<file path="config.mk">
export PLATFORM = sky130hd
export DESIGN_NAME = i2c_regfile_target
export DESIGN_NICKNAME = d
export VERILOG_FILES = /design/src/rtl/i2c_tgt_pkg.sv /design/src/rtl/i2c_tgt_line_mon.sv /design/src/rtl/i2c_tgt_ptr.sv /design/src/rtl/i2c_tgt_ctrl.sv /design/src/rtl/i2c_regfile_target.sv
export SDC_FILE = /design/constraint.sdc
export NUM_CORES = 1
export LEC_CHECK = 0
export CAP_MARGIN = 0
export CORE_UTILIZATION = 54
export CTS_CLUSTER_DIAMETER = 30
export DETAILED_ROUTE_END_ITERATION = 8
export GPL_ROUTABILITY_DRIVEN = 1
export PLACE_DENSITY = 0.84
export SYNTH_ARGS = -nofsm -noshare
export SYNTH_HDL_FRONTEND = slang
export SYNTH_SLANG_ARGS = --single-unit
</file>
<file path="constraint.sdc">
create_clock -name clk -period 1.8 [get_ports clk]
set_input_delay 0.54 -clock clk [delete_from_list [all_inputs] [get_ports clk]]
set_output_delay 0.54 -clock clk [all_outputs]
set_load 0.01 [all_outputs]
</file>
<file path="src/rtl/i2c_tgt_pkg.sv">
// Package: shared types for the I2C register-access target.
// Assumes a byte-oriented bus; BYTE_W is fixed by the protocol.
package i2c_tgt_pkg;

    localparam int BYTE_W = 8;

    // Protocol phase of the controller
    typedef enum logic [2:0] {
        ST_IDLE,
        ST_RX,
        ST_RX_ACK,
        ST_TX,
        ST_TX_ACK
    } ctl_state_t;

    // Meaning of the byte currently being received
    typedef enum logic [1:0] {
        RX_ADDR,
        RX_PTR,
        RX_DATA
    } rx_kind_t;

endpackage

</file>
<file path="src/rtl/i2c_tgt_line_mon.sv">
// Line monitor: synchronises SCL and SDA into clk, then reports SCL edges
// and start/stop conditions as one-cycle events.
// Assumes clk is at least several times faster than SCL; idle bus is high.
module i2c_tgt_line_mon #(
    parameter int SYNC_STAGES = 2
) (
    input  logic clk,
    input  logic rst_n,
    input  logic scl_i,
    input  logic sda_i,
    output logic scl_lvl,
    output logic sda_lvl,
    output logic scl_rise,
    output logic scl_fall,
    output logic start_evt,
    output logic stop_evt
);

    localparam int LAST = SYNC_STAGES - 1;

    logic [SYNC_STAGES-1:0] scl_chain;
    logic [SYNC_STAGES-1:0] sda_chain;
    logic                   scl_q;
    logic                   sda_q;

    for (genvar g = 0; g < SYNC_STAGES; g++) begin : g_stage
        if (g == 0) begin : g_first
            // First synchroniser flop, reset to the idle-high level
            always_ff @(posedge clk) begin
                if (!rst_n) begin
                    scl_chain[0] <= 1'b1;
                    sda_chain[0] <= 1'b1;
                end else begin
                    scl_chain[0] <= scl_i;
                    sda_chain[0] <= sda_i;
                end
            end
        end else begin : g_next
            // Further synchroniser flops
            always_ff @(posedge clk) begin
                if (!rst_n) begin
                    scl_chain[g] <= 1'b1;
                    sda_chain[g] <= 1'b1;
                end else begin
                    scl_chain[g] <= scl_chain[g-1];
                    sda_chain[g] <= sda_chain[g-1];
                end
            end
        end
    end

    assign scl_lvl = scl_chain[LAST];
    assign sda_lvl = sda_chain[LAST];

    // Previous synchronised levels for edge detection
    always_ff @(posedge clk) begin
        if (!rst_n) begin
            scl_q <= 1'b1;
            sda_q <= 1'b1;
        end else begin
            scl_q <= scl_lvl;
            sda_q <= sda_lvl;
        end
    end

    // Edge and condition decode; conditions need SCL high on both samples
    always_comb begin
        scl_rise  = scl_lvl & ~scl_q;
        scl_fall  = ~scl_lvl & scl_q;
        start_evt = scl_lvl & scl_q & sda_q & ~sda_lvl;
        stop_evt  = scl_lvl & scl_q & ~sda_q & sda_lvl;
    end

endmodule

</file>
<file path="src/rtl/i2c_tgt_ptr.sv">
// Register pointer: holds the register index and the auto-increment flag
// taken from the pointer byte (bit 7 = flag, low bits = index).
// Assumes load and step never coincide; IDX_W is at most 7.
module i2c_tgt_ptr #(
    parameter int IDX_W = 7
) (
    input  logic             clk,
    input  logic             rst_n,
    input  logic             load,
    input  logic [7:0]       load_byte,
    input  logic             step,
    output logic [IDX_W-1:0] idx,
    output logic             auto_inc
);

    localparam int INC_BIT = 7;

    // Pointer update: load from a pointer byte, or step when enabled
    always_ff @(posedge clk) begin
        if (!rst_n) begin
            idx      <= '0;
            auto_inc <= 1'b0;
        end else if (load) begin
            idx      <= load_byte[IDX_W-1:0];
            auto_inc <= load_byte[INC_BIT];
        end else if (step && auto_inc) begin
            idx      <= idx + 1'b1;
        end
    end

endmodule

</file>
<file path="src/rtl/i2c_tgt_ctrl.sv">
// Protocol controller: byte framing, address match, acknowledge generation,
// pointer/data handling for writes and bit-serial transmit for reads.
// Assumes events come from i2c_tgt_line_mon; read data follows the pointer
// combinationally through the register file.
module i2c_tgt_ctrl
    import i2c_tgt_pkg::*;
#(
    parameter logic [5:0] ADDR_HI = 6'b100111
) (
    input  logic              clk,
    input  logic              rst_n,
    input  logic              sda_lvl,
    input  logic              scl_rise,
    input  logic              scl_fall,
    input  logic              start_evt,
    input  logic              stop_evt,
    input  logic              addr_strap,
    input  logic [BYTE_W-1:0] rd_byte,
    output logic              ptr_load,
    output logic [BYTE_W-1:0] ptr_byte,
    output logic              ptr_step,
    output logic              wr_en,
    output logic [BYTE_W-1:0] wr_byte,
    output logic              sda_oe
);

    localparam int CNT_W = $clog2(BYTE_W + 1);
    localparam logic [CNT_W-1:0] FULL = CNT_W'(BYTE_W);

    ctl_state_t        st;
    rx_kind_t          kind;
    logic [CNT_W-1:0]  bit_cnt;
    logic [BYTE_W-1:0] rx_sr;
    logic [BYTE_W-1:0] tx_sr;
    logic              is_read;
    logic              host_ack;
    logic              rx_done;
    logic              tx_done;
    logic              addr_hit;

    // Byte completion and address compare
    always_comb begin
        rx_done  = (st == ST_RX) && scl_fall && (bit_cnt == FULL);
        tx_done  = (st == ST_TX) && scl_fall && (bit_cnt == FULL);
        addr_hit = (rx_sr[7:1] == {ADDR_HI, addr_strap});
    end

    // Strobes towards pointer and register file
    always_comb begin
        ptr_load = rx_done && (kind == RX_PTR);
        ptr_byte = rx_sr;
        wr_en    = rx_done && (kind == RX_DATA);
        wr_byte  = rx_sr;
        ptr_step = wr_en || tx_done;
    end

    // Protocol sequencer
    always_ff @(posedge clk) begin
        if (!rst_n) begin
            st       <= ST_IDLE;
            kind     <= RX_ADDR;
            bit_cnt  <= '0;
            rx_sr    <= '0;
            tx_sr    <= '0;
            is_read  <= 1'b0;
            host_ack <= 1'b0;
            sda_oe   <= 1'b0;
        end else if (start_evt) begin
            st      <= ST_RX;
            kind    <= RX_ADDR;
            bit_cnt <= '0;
            sda_oe  <= 1'b0;
        end else if (stop_evt) begin
            st      <= ST_IDLE;
            sda_oe  <= 1'b0;
        end else begin
            case (st)
                ST_RX: begin
                    if (scl_rise && bit_cnt != FULL) begin
                        rx_sr   <= {rx_sr[BYTE_W-2:0], sda_lvl};
                        bit_cnt <= bit_cnt + 1'b1;
                    end
                    if (rx_done) begin
                        if (kind == RX_ADDR && !addr_hit) begin
                            st <= ST_IDLE;
                        end else begin
                            sda_oe <= 1'b1;
                            st     <= ST_RX_ACK;
                            if (kind == RX_ADDR) begin
                                is_read <= rx_sr[0];
                            end
                        end
                    end
                end
                ST_RX_ACK: begin
                    if (scl_fall) begin
                        bit_cnt <= '0;
                        if (kind == RX_ADDR && is_read) begin
                            tx_sr  <= rd_byte;
                            sda_oe <= ~rd_byte[BYTE_W-1];
                            st     <= ST_TX;
                        end else begin
                            sda_oe <= 1'b0;
                            st     <= ST_RX;
                            kind   <= (kind == RX_ADDR) ? RX_PTR : RX_DATA;
                        end
                    end
                end
                ST_TX: begin
                    if (scl_rise && bit_cnt != FULL) begin
                        bit_cnt <= bit_cnt + 1'b1;
                    end
                    if (tx_done) begin
                        sda_oe <= 1'b0;
                        st     <= ST_TX_ACK;
                    end else if (scl_fall) begin
                        tx_sr  <= {tx_sr[BYTE_W-2:0], 1'b0};
                        sda_oe <= ~tx_sr[BYTE_W-2];
                    end
                end
                ST_TX_ACK: begin
                    if (scl_rise) begin
                        host_ack <= ~sda_lvl;
                    end
                    if (scl_fall) begin
                        if (host_ack) begin
                            tx_sr   <= rd_byte;
                            sda_oe  <= ~rd_byte[BYTE_W-1];
                            bit_cnt <= '0;
                            st      <= ST_TX;
                        end else begin
                            st <= ST_IDLE;
                        end
                    end
                end
                default: begin
                    st <= ST_IDLE;
                end
            endcase
        end
    end

endmodule

</file>
<file path="src/rtl/i2c_regfile_target.sv">
// Top: I2C target giving a bus host pointer-based read/write access to an
// external register file. Assumes clk oversamples SCL by a wide margin and
// that reg_rd_data reflects reg_addr in the same cycle.
module i2c_regfile_target #(
    parameter int         IDX_W       = 7,
    parameter int         SYNC_STAGES = 2,
    parameter logic [5:0] ADDR_HI     = 6'b100111
) (
    input  logic             clk,
    input  logic             rst_n,
    input  logic             scl_i,
    input  logic             sda_i,
    output logic             sda_oe,
    input  logic             addr_strap,
    output logic [IDX_W-1:0] reg_addr,
    output logic             reg_wr_en,
    output logic [7:0]       reg_wr_data,
    input  logic [7:0]       reg_rd_data
);

    logic       scl_lvl;
    logic       sda_lvl;
    logic       scl_rise;
    logic       scl_fall;
    logic       start_evt;
    logic       stop_evt;
    logic       ptr_load;
    logic [7:0] ptr_byte;
    logic       ptr_step;
    logic       auto_inc;

    i2c_tgt_line_mon #(.SYNC_STAGES(SYNC_STAGES)) u_line (
        .clk       (clk),
        .rst_n     (rst_n),
        .scl_i     (scl_i),
        .sda_i     (sda_i),
        .scl_lvl   (scl_lvl),
        .sda_lvl   (sda_lvl),
        .scl_rise  (scl_rise),
        .scl_fall  (scl_fall),
        .start_evt (start_evt),
        .stop_evt  (stop_evt)
    );

    i2c_tgt_ptr #(.IDX_W(IDX_W)) u_ptr (
        .clk       (clk),
        .rst_n     (rst_n),
        .load      (ptr_load),
        .load_byte (ptr_byte),
        .step      (ptr_step),
        .idx       (reg_addr),
        .auto_inc  (auto_inc)
    );

    i2c_tgt_ctrl #(.ADDR_HI(ADDR_HI)) u_ctrl (
        .clk        (clk),
        .rst_n      (rst_n),
        .sda_lvl    (sda_lvl),
        .scl_rise   (scl_rise),
        .scl_fall   (scl_fall),
        .start_evt  (start_evt),
        .stop_evt   (stop_evt),
        .addr_strap (addr_strap),
        .rd_byte    (reg_rd_data),
        .ptr_load   (ptr_load),
        .ptr_byte   (ptr_byte),
        .ptr_step   (ptr_step),
        .wr_en      (reg_wr_en),
        .wr_byte    (reg_wr_data),
        .sda_oe     (sda_oe)
    );

endmodule

</file>
==> impl_metrics.csv, run 1 <==
group,metric,value,unit
yosys,syn_area,2110,um^2
route,wl_per_cell,15.4,um
sta,slew_headroom,76.0,%
worst_setup_path,cp-start-kind,"flip-flop",
worst_setup_path,slowest_stage,"dfxtp_2",
clocking,clkSinkCount,41,
min_path,min_path_type,"flip-flop to flip-flop",
sta,timing.fmax,519,MHz
global_route,grt_pass1_wl,9.14,mm
global_route,antenna_found_initial,0,
route,avgViaCountPerCell,5.88,
global_route,grt.overflow.total,0,
clocking,cts_buffers,5,
route,dr.pass1.iters,4,
yosys,syn_inst,248,
worst_setup_path,cp-end-kind,"output port",
clocking,cts_buffer_depth,2,
finish,layout_commonest_cell,"buf_4",
worst_setup_path,crit_chain,"inv_2 -> ha_4 -> and3b_2 -> nand3_2 -> nor2b_2 -> buf_2",
sta,min_period,1.93,ns
global_route,grt_pass1_vias,1998,
sta,fin_ws,-0.127,ns
sta,hold_viol_final,0,
sta,final-setup-viol-count,1,
yosys,synth.ff_latch_count,41,
worst_setup_path,cp.arrival,1.39,ns
placement,port_buffers,29,
power_and_ir_drop,pwr-share-seq,47.6,%
route,drcViolationCount,0,
worst_setup_path,slowest_delay,0.33,ns
clocking,clock_latency,0.29,ns
sta,maxSlewViolCount,0,
clocking,cts_root_buf,"clkbuf_8",
power_and_ir_drop,ir_drop,0.000884,V
flow_run,max-cap-violations,0,
route,vias,2130,
sta,worst_slew_pin_slew,0.358,ns
sta,skew,0.00647,ns
power_and_ir_drop,p_sw_share,20.5,%
worst_setup_path,crit_required,1.26,ns
clocking,h-tree-depth,2,
clocking,cts_tree,"built",
power_and_ir_drop,power.internal,1.55,mW
sta,rsz0062_at_grt,"yes",
finish,area_delta_synth_final,39.7,%
yosys,synth_flop_cell,"dfxtp_1",
route,drt_first_iter_violations,170,
global_route,grt_max_degree,15,
power_and_ir_drop,p_leak,1.27,nW
die,die_area,4150,um^2
sta,finalCritPeriodShare,107,%
power_and_ir_drop,power.total,1.95,mW
placement,hpwlAfterDp,3.83,mm
global_route,grt.total_usage,28.8,%
yosys,ys_types,52,
die,die_w,64.4,um
finish,diodes,0,
route,wl,5.59,mm
power_and_ir_drop,pwr_density_cell,661,nW/um^2
die,ios,30,
power_and_ir_drop,power.switching,0.398,mW
die,start_util,57.1,%
die,die_y,64.4,um
worst_setup_path,path_max_fanout,2,
yosys,synth_edf_count,0,
yosys,ys_seq_area_share,39.0,%
run_status,violations,"setup timing",
placement,routabilityCongestion,0.935,
run_status,status,"finished, violations left",
yosys,syn_nets,264,
power_and_ir_drop,power_frac_comb,8.1,%
die,core.rowCount,22,
yosys,yosysWarnings,0,
finish,nets,329,
worst_setup_path,worst-setup-path-type,"flip-flop to output port",
power_and_ir_drop,power_frac_clock,44.3,%
route,antenna_left,0,
yosys,async_reset_ff_share,0,%
yosys,syn_avg_cell_area,8.49,um^2
finish,final_cell_mix,"buf_4, nor2_1, dfxtp_1",
die,core,3690,um^2
sta,whs,0.416,ns
finish,layout-drive-gt1-share,27.4,%
clocking,clk_pin_slew_worst_paths,0.08,ns
sta,tns,-0.127,ns
==> registers in the layout, summed over array words and instances (netlist names), 2 cells and up <==
name	count
u_ctrl.tx_sr	7
u_ptr.idx	7
u_ctrl.st	3
u_ctrl.kind	2
u_ctrl.ptr_byte	8
u_ctrl.bit_cnt	4
==> path summary, 6_finish.rpt <==
| kind | startpoint | cells past startpoint | slack, ns | end |
|---|---|---|---|---|
| max reg2reg | u_ctrl.st[2] | 6 | 0.01 | u_ptr.idx[6] |
| max | u_ctrl.bit_cnt[0] | 6 | -0.13 | reg_wr_en |
| min | u_line.scl_chain[0] | 1 | 0.42 | u_line.scl_lvl |
| min reg2reg | u_line.scl_chain[0] | 1 | 0.42 | u_line.scl_lvl |
==> metrics by stage <==
stage,std cells,instance area [um^2],utilization (%),worst slack (ns)
detailed placement,348,2660,72.0,-0.251
finish,362,2940,79.7,-0.127
CTS,360,2860,77.5,-0.131
floorplan,248,2110,-,0.137
global placement,348,2660,72.0,-0.223
global route,362,2940,79.7,-0.177
==> synth_stat cells, drive strengths merged (2+ instances only) <==
cell	number	area (um^2)
mux2i	14	140
clkbuf	5	18.8
nor2b	6	45.0
nand2	20	75.1
buf	5	30.0
nor3	6	30.0
a21o	2	15.0
nand2b	10	62.6
o22ai	2	12.5
a21oi	14	70.1
xnor2	4	35.0
nor2	34	128
nand3	18	90.1
ha	3	37.5
o21ai	8	43.8
a22oi	7	52.6
a311oi	8	70.1
dfxtp	41	821
inv	7	26.3
nand3b	4	33.8
and2	2	12.5
and3b	2	18.8
nand4b	2	17.5
nor3b	2	26.3
o21a	2	15.0
==> area by class of cell <==
| class | count | area (um^2) |
|---|---|---|
| sequential | 41 | 837 |
| clock inverter | 3 | 65.1 |
| clock buffer | 5 | 68.8 |
| multi-input combinational | 190 | 1280 |
| tap | 48 | 60.1 |
| timing repair buffer | 68 | 608 |
| fill | 250 | 747 |
| inverter | 7 | 26.3 |
==> repair_timing <==
action,4_1_cts,5_1_grt
cloned,0,0
resized for setup,25,20
setup buffers,4,2
setup endpoints to repair,12,19
pin swaps,3,6
hold buffers,0,0
==> worst max-delay path, delay by kind of cell (launching register included) <==
family                     cells  cell delay (ns)
adders and majority gates      1             0.13
DFF                            1             0.33
and+or+nand+nor                3             0.43
buffers and inverters          2             0.21
==> logic make-up (layout without fill, tap and decap cells) <==
kind of cell / Yosys count / after routing / synth area share (%)
flip-flops: 41 / 41 / 39.0
multiplexers: 14 / 14 / 6.65
AO/OA/AOI/OAI: 55 / 55 / 18.8
XOR/XNOR: 4 / 4 / 1.66
adder cells (fa/ha/maj): 3 / 3 / 1.78
buffers and inverters: 17 / 83 / 3.56
AND/OR/NAND/NOR: 114 / 114 / 28.5
==> metal layers <==
layer | wire length [um] | global-route usage [%]
met5 | 0 | 0
met2 | 2840 | 51.8
met1 | 2340 | 32.6
met3 | 267 | 5.81
met4 | 139 | 12.5
==> power by group through the flow <==
stage | Clock (mW) | Sequential, mW | Combinational (mW)
after floorplan | 0 | 0.949 | 0.0716
after global placement | 0 | 0.947 | 0.140
after detailed placement | 0 | 0.948 | 0.143
after CTS | 0.872 | 0.927 | 0.151
after global routing | 0.917 | 0.928 | 0.170
final | 0.862 | 0.927 | 0.157
Note: power is estimated with default switching activity, not from simulation.
==> inputs of run 2 (changes only) <==
- GPL_ROUTABILITY_DRIVEN: 1 -> 0
- SLEW_MARGIN: default -> 25
==> results of run 2 <==
Final layout, timing and power as in run 1 (identical DEF).
